==> src/rtl/fwsm_pkg.sv <==
package fwsm_pkg;

    typedef enum logic [2:0] {
        CMD_NONE       = 3'd0,
        CMD_PROGRAM    = 3'd1,
        CMD_ERASE      = 3'd2,
        CMD_ERASE_SUSP = 3'd3,
        CMD_PROG_SUSP  = 3'd4,
        CMD_RESUME     = 3'd5,
        CMD_CLEAR      = 3'd6
    } fwsm_cmd_e;

    typedef enum logic [2:0] {
        ST_READY,
        ST_PROG_RUN,
        ST_ERASE_RUN,
        ST_PROG_PARK,
        ST_ERASE_PARK
    } fwsm_state_e;

    typedef struct packed {
        logic ready;
        logic erase_parked;
        logic erase_err;
        logic prog_err;
        logic supply_err;
        logic prog_parked;
        logic lock_err;
        logic rsvd;
    } fwsm_status_t;

endpackage

==> src/rtl/fwsm_guard.sv <==
module fwsm_guard #(
    parameter int NUM_BLOCKS = 8,
    localparam int BLK_W = (NUM_BLOCKS > 1) ? $clog2(NUM_BLOCKS) : 1
) (
    input  logic [BLK_W-1:0]      block,
    input  logic [NUM_BLOCKS-1:0] lock_map,
    input  logic                  wp_n,
    input  logic                  vpp_ok,
    output logic                  lock_hit,
    output logic                  vpp_low
);

    logic [NUM_BLOCKS-1:0] guarded;

    // a lock only bites while the protect pin is held low
    for (genvar b = 0; b < NUM_BLOCKS; b++) begin : g_guard
        assign guarded[b] = lock_map[b] & ~wp_n;
    end

    always_comb begin
        lock_hit = 1'b0;
        for (int b = 0; b < NUM_BLOCKS; b++) begin
            if (block == BLK_W'(b)) lock_hit = guarded[b];
        end
    end

    assign vpp_low = ~vpp_ok;

endmodule

==> src/rtl/fwsm_pulse_timer.sv <==
module fwsm_pulse_timer #(
    parameter int PROG_CYC  = 6,
    parameter int ERASE_CYC = 20,
    parameter int PROG_MAX  = 4,
    parameter int ERASE_MAX = 3
) (
    input  logic clk,
    input  logic rst_n,
    input  logic start,
    input  logic start_erase,
    input  logic retry,
    input  logic run_en,
    output logic tmr_zero,
    output logic last_pulse
);

    localparam int CYC_TOP = (PROG_CYC > ERASE_CYC) ? PROG_CYC : ERASE_CYC;
    localparam int PUL_TOP = (PROG_MAX > ERASE_MAX) ? PROG_MAX : ERASE_MAX;
    localparam int TMR_W   = $clog2(CYC_TOP + 1);
    localparam int PCNT_W  = $clog2(PUL_TOP + 1);
    localparam logic [TMR_W-1:0]  PROG_LOAD  = TMR_W'(PROG_CYC - 1);
    localparam logic [TMR_W-1:0]  ERASE_LOAD = TMR_W'(ERASE_CYC - 1);
    localparam logic [PCNT_W-1:0] PROG_LIM   = PCNT_W'(PROG_MAX);
    localparam logic [PCNT_W-1:0] ERASE_LIM  = PCNT_W'(ERASE_MAX);

    logic [TMR_W-1:0]  tmr;
    logic [PCNT_W-1:0] pcnt;
    logic              op_erase;

    always_ff @(posedge clk or negedge rst_n) begin
        if (!rst_n) begin
            tmr      <= '0;
            pcnt     <= '0;
            op_erase <= 1'b0;
        end else if (start) begin
            tmr      <= start_erase ? ERASE_LOAD : PROG_LOAD;
            pcnt     <= PCNT_W'(1);
            op_erase <= start_erase;
        end else if (retry) begin
            tmr      <= op_erase ? ERASE_LOAD : PROG_LOAD;
            pcnt     <= pcnt + PCNT_W'(1);
        end else if (run_en && tmr != '0) begin
            tmr      <= tmr - TMR_W'(1);
        end
    end

    assign tmr_zero   = (tmr == '0);
    assign last_pulse = (pcnt == (op_erase ? ERASE_LIM : PROG_LIM));

    AST_TIMER_FROZEN_WHILE_PARKED: assert property (@(posedge clk) disable iff (!rst_n)
        (!start && !retry && !run_en) |=> $stable(tmr));

endmodule

==> src/rtl/fwsm_seq.sv <==
module fwsm_seq
    import fwsm_pkg::*;
(
    input  logic         clk,
    input  logic         rst_n,
    input  logic         cmd_valid,
    input  fwsm_cmd_e    cmd,
    input  logic         vpp_low,
    input  logic         lock_hit,
    input  logic         array_pass,
    input  logic         tmr_zero,
    input  logic         last_pulse,
    output logic         start,
    output logic         start_erase,
    output logic         retry,
    output logic         run_en,
    output logic         busy,
    output fwsm_status_t status
);

    fwsm_state_e state, state_nx;

    logic op_cmd, esusp_cmd, psusp_cmd, resume_cmd, clear_cmd;
    logic in_prog, in_erase, active, done_now;
    logic prog_fail, erase_fail;
    logic prog_err_q, erase_err_q, supply_err_q, lock_err_q;

    // command and condition decode
    always_comb begin
        op_cmd     = cmd_valid && (cmd == CMD_PROGRAM || cmd == CMD_ERASE);
        esusp_cmd  = cmd_valid && (cmd == CMD_ERASE_SUSP);
        psusp_cmd  = cmd_valid && (cmd == CMD_PROG_SUSP);
        resume_cmd = cmd_valid && (cmd == CMD_RESUME);
        clear_cmd  = cmd_valid && (cmd == CMD_CLEAR);
        in_prog    = (state == ST_PROG_RUN);
        in_erase   = (state == ST_ERASE_RUN);
        active     = in_prog || in_erase;
        done_now   = active && tmr_zero && (array_pass || last_pulse);
        prog_fail  = in_prog  && tmr_zero && !array_pass && last_pulse;
        erase_fail = in_erase && tmr_zero && !array_pass && last_pulse;
        start       = (state == ST_READY) && op_cmd && !vpp_low && !lock_hit;
        start_erase = (cmd == CMD_ERASE);
        retry       = active && tmr_zero && !array_pass && !last_pulse;
        run_en      = active;
    end

    // next-state selection
    always_comb begin
        state_nx = state;
        unique case (state)
            ST_READY: begin
                if (start) state_nx = start_erase ? ST_ERASE_RUN : ST_PROG_RUN;
            end
            ST_PROG_RUN: begin
                if (done_now)       state_nx = ST_READY;
                else if (psusp_cmd) state_nx = ST_PROG_PARK;
            end
            ST_ERASE_RUN: begin
                if (done_now)       state_nx = ST_READY;
                else if (esusp_cmd) state_nx = ST_ERASE_PARK;
            end
            ST_PROG_PARK: begin
                if (resume_cmd) state_nx = ST_PROG_RUN;
            end
            ST_ERASE_PARK: begin
                if (resume_cmd) state_nx = ST_ERASE_RUN;
            end
            default: state_nx = ST_READY;
        endcase
    end

    // state register
    always_ff @(posedge clk or negedge rst_n) begin
        if (!rst_n) state <= ST_READY;
        else        state <= state_nx;
    end

    // sticky error flags; a fresh set outranks a clear in the same cycle
    always_ff @(posedge clk or negedge rst_n) begin
        if (!rst_n) begin
            prog_err_q   <= 1'b0;
            erase_err_q  <= 1'b0;
            supply_err_q <= 1'b0;
            lock_err_q   <= 1'b0;
        end else begin
            if (clear_cmd) begin
                prog_err_q   <= 1'b0;
                erase_err_q  <= 1'b0;
                supply_err_q <= 1'b0;
                lock_err_q   <= 1'b0;
            end
            if (prog_fail)  prog_err_q  <= 1'b1;
            if (erase_fail) erase_err_q <= 1'b1;
            if (state == ST_READY && op_cmd && vpp_low)  supply_err_q <= 1'b1;
            if (state == ST_READY && op_cmd && lock_hit) lock_err_q   <= 1'b1;
        end
    end

    // outputs
    always_comb begin
        status.ready        = !(state == ST_PROG_RUN || state == ST_ERASE_RUN);
        status.erase_parked = (state == ST_ERASE_PARK);
        status.erase_err    = erase_err_q;
        status.prog_err     = prog_err_q;
        status.supply_err   = supply_err_q;
        status.prog_parked  = (state == ST_PROG_PARK);
        status.lock_err     = lock_err_q;
        status.rsvd         = 1'b0;
        busy                = !status.ready;
    end

    AST_LAUNCH_GOES_BUSY: assert property (@(posedge clk) disable iff (!rst_n)
        (state == ST_READY && op_cmd && !vpp_low && !lock_hit) |=> !status.ready);
    AST_ERASE_PARK_READY: assert property (@(posedge clk) disable iff (!rst_n)
        (in_erase && esusp_cmd && !done_now) |=> (status.erase_parked && status.ready));
    AST_PROG_PARK_READY: assert property (@(posedge clk) disable iff (!rst_n)
        (in_prog && psusp_cmd && !done_now) |=> (status.prog_parked && status.ready));
    AST_SUPPLY_ABORT: assert property (@(posedge clk) disable iff (!rst_n)
        (state == ST_READY && op_cmd && vpp_low) |=> (status.supply_err && status.ready));
    AST_LOCK_ABORT: assert property (@(posedge clk) disable iff (!rst_n)
        (state == ST_READY && op_cmd && lock_hit) |=> (status.lock_err && status.ready));
    AST_ERASE_ERR_STICKY: assert property (@(posedge clk) disable iff (!rst_n)
        (status.erase_err && !clear_cmd) |=> status.erase_err);

endmodule

==> src/rtl/fwsm_bus_latch.sv <==
module fwsm_bus_latch (
    input  logic       clk,
    input  logic       rst_n,
    input  logic       ce_n,
    input  logic       oe_n,
    input  logic [7:0] live,
    output logic [7:0] status_q
);

    logic strobe, strobe_prev, strobe_rise;

    assign strobe      = !ce_n && !oe_n;
    assign strobe_rise = strobe && !strobe_prev;

    always_ff @(posedge clk or negedge rst_n) begin
        if (!rst_n) begin
            strobe_prev <= 1'b0;
            status_q    <= 8'h80;
        end else begin
            strobe_prev <= strobe;
            if (strobe_rise) status_q <= live;
        end
    end

    AST_HOLD_OUTSIDE_STROBE: assert property (@(posedge clk) disable iff (!rst_n)
        !strobe_rise |=> $stable(status_q));

endmodule

==> src/rtl/fwsm_status_top.sv <==
module fwsm_status_top
    import fwsm_pkg::*;
#(
    parameter int NUM_BLOCKS = 8,
    parameter int PROG_CYC   = 6,
    parameter int ERASE_CYC  = 20,
    parameter int PROG_MAX   = 4,
    parameter int ERASE_MAX  = 3,
    localparam int BLK_W = (NUM_BLOCKS > 1) ? $clog2(NUM_BLOCKS) : 1
) (
    input  logic                  clk,
    input  logic                  rst_n,
    input  logic                  cmd_valid,
    input  logic [2:0]            cmd_op,
    input  logic [BLK_W-1:0]      cmd_block,
    input  logic                  vpp_ok,
    input  logic                  wp_n,
    input  logic [NUM_BLOCKS-1:0] lock_map,
    input  logic                  array_pass,
    input  logic                  ce_n,
    input  logic                  oe_n,
    output logic [7:0]            status_q,
    output logic                  busy
);

    logic         lock_hit, vpp_low;
    logic         start, start_erase, retry, run_en;
    logic         tmr_zero, last_pulse;
    fwsm_status_t live;

    fwsm_guard #(.NUM_BLOCKS(NUM_BLOCKS)) u_guard (
        .block    (cmd_block),
        .lock_map (lock_map),
        .wp_n     (wp_n),
        .vpp_ok   (vpp_ok),
        .lock_hit (lock_hit),
        .vpp_low  (vpp_low)
    );

    fwsm_pulse_timer #(
        .PROG_CYC  (PROG_CYC),
        .ERASE_CYC (ERASE_CYC),
        .PROG_MAX  (PROG_MAX),
        .ERASE_MAX (ERASE_MAX)
    ) u_timer (
        .clk         (clk),
        .rst_n       (rst_n),
        .start       (start),
        .start_erase (start_erase),
        .retry       (retry),
        .run_en      (run_en),
        .tmr_zero    (tmr_zero),
        .last_pulse  (last_pulse)
    );

    fwsm_seq u_seq (
        .clk         (clk),
        .rst_n       (rst_n),
        .cmd_valid   (cmd_valid),
        .cmd         (fwsm_cmd_e'(cmd_op)),
        .vpp_low     (vpp_low),
        .lock_hit    (lock_hit),
        .array_pass  (array_pass),
        .tmr_zero    (tmr_zero),
        .last_pulse  (last_pulse),
        .start       (start),
        .start_erase (start_erase),
        .retry       (retry),
        .run_en      (run_en),
        .busy        (busy),
        .status      (live)
    );

    fwsm_bus_latch u_latch (
        .clk      (clk),
        .rst_n    (rst_n),
        .ce_n     (ce_n),
        .oe_n     (oe_n),
        .live     (live),
        .status_q (status_q)
    );

endmodule

==> config.mk <==
export PLATFORM = sky130hd
export DESIGN_NAME = fwsm_status_top
export DESIGN_NICKNAME = d
export VERILOG_FILES = /design/src/rtl/fwsm_pkg.sv /design/src/rtl/fwsm_guard.sv /design/src/rtl/fwsm_pulse_timer.sv /design/src/rtl/fwsm_seq.sv /design/src/rtl/fwsm_bus_latch.sv /design/src/rtl/fwsm_status_top.sv
export SDC_FILE = /design/constraint.sdc
export NUM_CORES = 1
export LEC_CHECK = 0
export ABC_AREA = 1
export ABC_CLOCK_PERIOD_IN_PS = 1850
export CAP_MARGIN = 20
export CORE_ASPECT_RATIO = 0.7
export CORE_MARGIN = 2
export CORE_UTILIZATION = 30
export DETAILED_ROUTE_END_ITERATION = 6
export GPL_ROUTABILITY_DRIVEN = 0
export PLACE_DENSITY = 0.57
export SYNTH_ARGS = -nofsm -noshare
export SYNTH_HDL_FRONTEND = slang
export SYNTH_SLANG_ARGS = --single-unit
==> constraint.sdc <==
create_clock -name clk -period 1.85 [get_ports clk]
set_clock_uncertainty 0.2 [all_clocks]
set_input_delay 0.185 -clock clk [delete_from_list [all_inputs] [get_ports clk]]
set_output_delay 0.185 -clock clk [all_outputs]
set_load 0.05 [all_outputs]
==> summary.txt <==
CTS
  – Clk_lat worst skew: 0.27 ns
  – CTS tree: yes
  – Clock Sinks: 24
  – Hold-fix buffers, CTS: 0
  – CTS root buf: clkbuf_8
  – Clk buf depth: 2
  – TritonCTS buffer count: 3
  – Worst-path clk slew: 0.09 ns
  – H-tree lvl count: 1

Critical path
  – CP required: 1.81 ns
  – Crit path DAT: 1.69 ns
  – Largest fanout on the critical path: 7
  – CP delay by family, top: simple AND/OR/NAND/NOR gates
  – CP max-delay cell: dfrtp_1
  – Crit path kind: register to register
  – Setup crit start kind: register
  – Bufs and invs on worst path: 2
  – Max incr delay on CP: 0.41 ns
  – CP endpoint kind: register
  – Cell Chain, Critical Path: inv_2 -> nand2_4 -> nor3_4 -> o21ai_2 -> nor2_2 -> nand2_4 -> buf_4 -> nand3_1 -> o21ai_1
  – CP most frequent cell: nand2_4

Synth
  – Synth warnings: 0
  – Avg Cell Area, Syn: 7.82 um2
  – Post-synth EDFFs: 0
  – Cell variety after synth: 34
  – Synthesized instance count: 200
  – Commonest cells in the netlist: nand2_1 (51), inv_1 (24), dfrtp_1 (23)
  – Synth Flop Type: dfrtp_1
  – Synth top area share: 36.8%
  – FFs w/ async S/R, synth: 100%
  – Yosys reg bits: 24
  – Most common cell in the synthesized netlist: nand2_1
  – Post-synthesis net count: 225
  – Ranking of synthesized cells by area: dfrtp_1 (37%), nand2_1 (12%), inv_1 (5.8%), nand3_1 (4.5%), nand2_2 (3.6%)
  – Seq/Total Area, Yosys: 38.5%
  – Area leader, netlist: dfrtp_1
  – Synthesized cell area: 0.00156 mm2

Floorplanning
  – Area of the core: 0.00489 mm2
  – Starting density of the core: 32.0%
  – Die Y: 64.4 um
  – Rows: 21
  – # IOs: 31
  – Die Wd: 90.3 um
  – Area of the die: 0.00582 mm2

Cells and area
  – Area growth syn-to-layout: 39.8%
  – # diodes: 0
  – Area of the multi-input gates: 858 um2
  – Layout cells sized above 1: 29.9%
  – Seq. cell area: 604 um2
  – NumNets Final: 277
  – Final core utilization: 44.8%
  – Non-Filler Instances: 320
  – Fillers: 507

Power and ir drop
  – Comb power frac: 59.8%
  – Clock power share: 14.1%
  – Sw Pwr: 1.49 mW
  – Internal power: 1.83 mW
  – Pleak: 1.12 nW
  – Pwr/cell area: 1520 mW/mm2
  – Sequential share of power: 26.1%
  – Sw frac: 44.9%
  – Maximum vdd drop: 0.652 mV

Placement
  – Dpl hpwl: 2.75 mm
  – Port Buffer Count: 29
  – Placed Instances: 313

Min path
  – Worst hold path class: input pin to async pin

Timing
  – Tcrit/Tclk final: 93.1%
  – Final min period: 1.72 ns
  – # setup viols final: 0
  – WHS: 0.0647 ns
  – Max Freq: 580 MHz
  – Setup TNS Final: 0 ns
  – Final Max Slew Viols: 0
  – Fin. Hold Viols: 0

GRT
  – First-pass GRT wire length: 5.75 mm
  – Number of antenna violations at the first check in global routing: 0
  – Number of global-route vias before repair: 1235
  – Largest net degree at the start of global routing: 25
  – Total grt overflow: 0
  – Total Routing Usage GR: 12.2%

Drt
  – Pre-antenna DRT Iters: 4
  – Via density: 4.20
  – Via count: 1344
  – WL final: 3.47 mm
  – 1st-iter DRT viols: 63
  – Post-DRT Antenna Nets: 0
  – # DRC: 0
  – Wirelength per Cell: 10.9 um

Run status
  – Outcome: complete, no violations

Job
  – Max_cap viols: 0
[layout by cell type (no fill, tap or decap), types with 2 or more instances in the layout]
master	count
nand3_2	2
o21ai_0	10
ha_1	2
nor2_1	13
nand2_2	10
o22ai_1	4
nor3_1	5
nand2_1	49
nand3_1	14
buf_4	27
inv_1	22
xor2_1	4
dfrtp_1	21
nand2_4	5
dfrtp_2	2
clkbuf_8	3
inv_2	7
nor2_2	3
nand3_4	3
nand3b_1	2
o21ai_1	4
clkdlybuf4s50_1	20
[power by group through the flow]
stage          clock network, mW  registers, mW  logic, mW
6_report                   0.468          0.869       1.99
5_1_grt                    0.496          0.887       2.21
4_1_cts                    0.480          0.868       1.87
3_5_place_dp                   0          0.877       1.86
3_3_place_gp                   0          0.871       1.85
2_1_floorplan                  0           1.04       1.14
[logic make-up (layout without fill, tap and decap cells)]
kind of cell | after synthesis | count (layout) | share of synthesized area [%]
buffers and inverters | 34 | 85 | 8.96
other | 1 | 1 | 0.240
AO/OA/AOI/OAI | 23 | 23 | 9.84
AND/OR/NAND/NOR | 110 | 110 | 37.3
adder cells (fa/ha/maj) | 3 | 3 | 2.40
XOR/XNOR | 5 | 5 | 2.80
flip-flops | 24 | 24 | 38.5
[worst paths after layout]
kind	start	endpoint	slack, ns	cells after the start
setup / recovery	u_seq.state[1]	u_timer.tmr[3]	0.13	9
hold / removal	rst_n	u_timer.tmr[3]	0.06	2
setup reg to reg	u_seq.state[1]	u_timer.tmr[3]	0.13	9
hold reg to reg	u_latch.status_q[6]	u_latch.status_q[6]	0.28	2
max in group asynchronous	rst_n	u_latch.status_q[7]	1.09	2
min in group clk	ce_n	u_latch.strobe_prev	0.27	2
[stage by stage]
stage	instance area (um2)	total power, mW	setup slack [ns]
floorplan	1560	2.18	0.159
global placement	2050	2.72	-0.111
detailed placement	2050	2.73	-0.168
CTS	2120	3.21	0.0307
global route	2190	3.59	-0.00474
finish	2190	3.32	0.127
[metal layers]
metal | track usage [%] | wire [um] | vias to the layer above | share of wire (%)
met5 | 0 | 0 | - | 0
met4 | 1.73 | 16 | 0 | 0.46
met3 | 3.02 | 105 | 2 | 3.0
met2 | 18.0 | 1420 | 15 | 41
met1 | 18.4 | 1930 | 591 | 56
li1 | - | - | 736 | -
[what timing repair did]
action / 4_1_cts / 5_1_grt
resized for setup: 0 / 14
buffers inserted: 0 / 3
endpoints found under the setup margin: 0 / 9
hold endpoints to repair: 0 / 0
[layout make-up]
cell class,instances,share of cell area (%)
Timing Repair Buffer,50,20.4
Inverter,31,5.49
Sequential cell,24,27.6
Clock inverter,1,1.37
Clock buffer,3,1.89
Tap cell,69,3.95
Multi-Input combinational cell,142,39.2
[flip-flops by register name, summed over array words and instances, names as in the netlist]
name,flops
u_latch.strobe_prev,1
u_timer.pcnt,3
u_latch.status_q,7
u_seq.prog_err_q,1
u_seq.erase_err_q,1
u_seq.state,3
u_timer.op_erase,1
u_seq.supply_err_q,1
u_timer.tmr,5
u_seq.lock_err_q,1
Note: power is estimated with default switching activity, not from simulation.
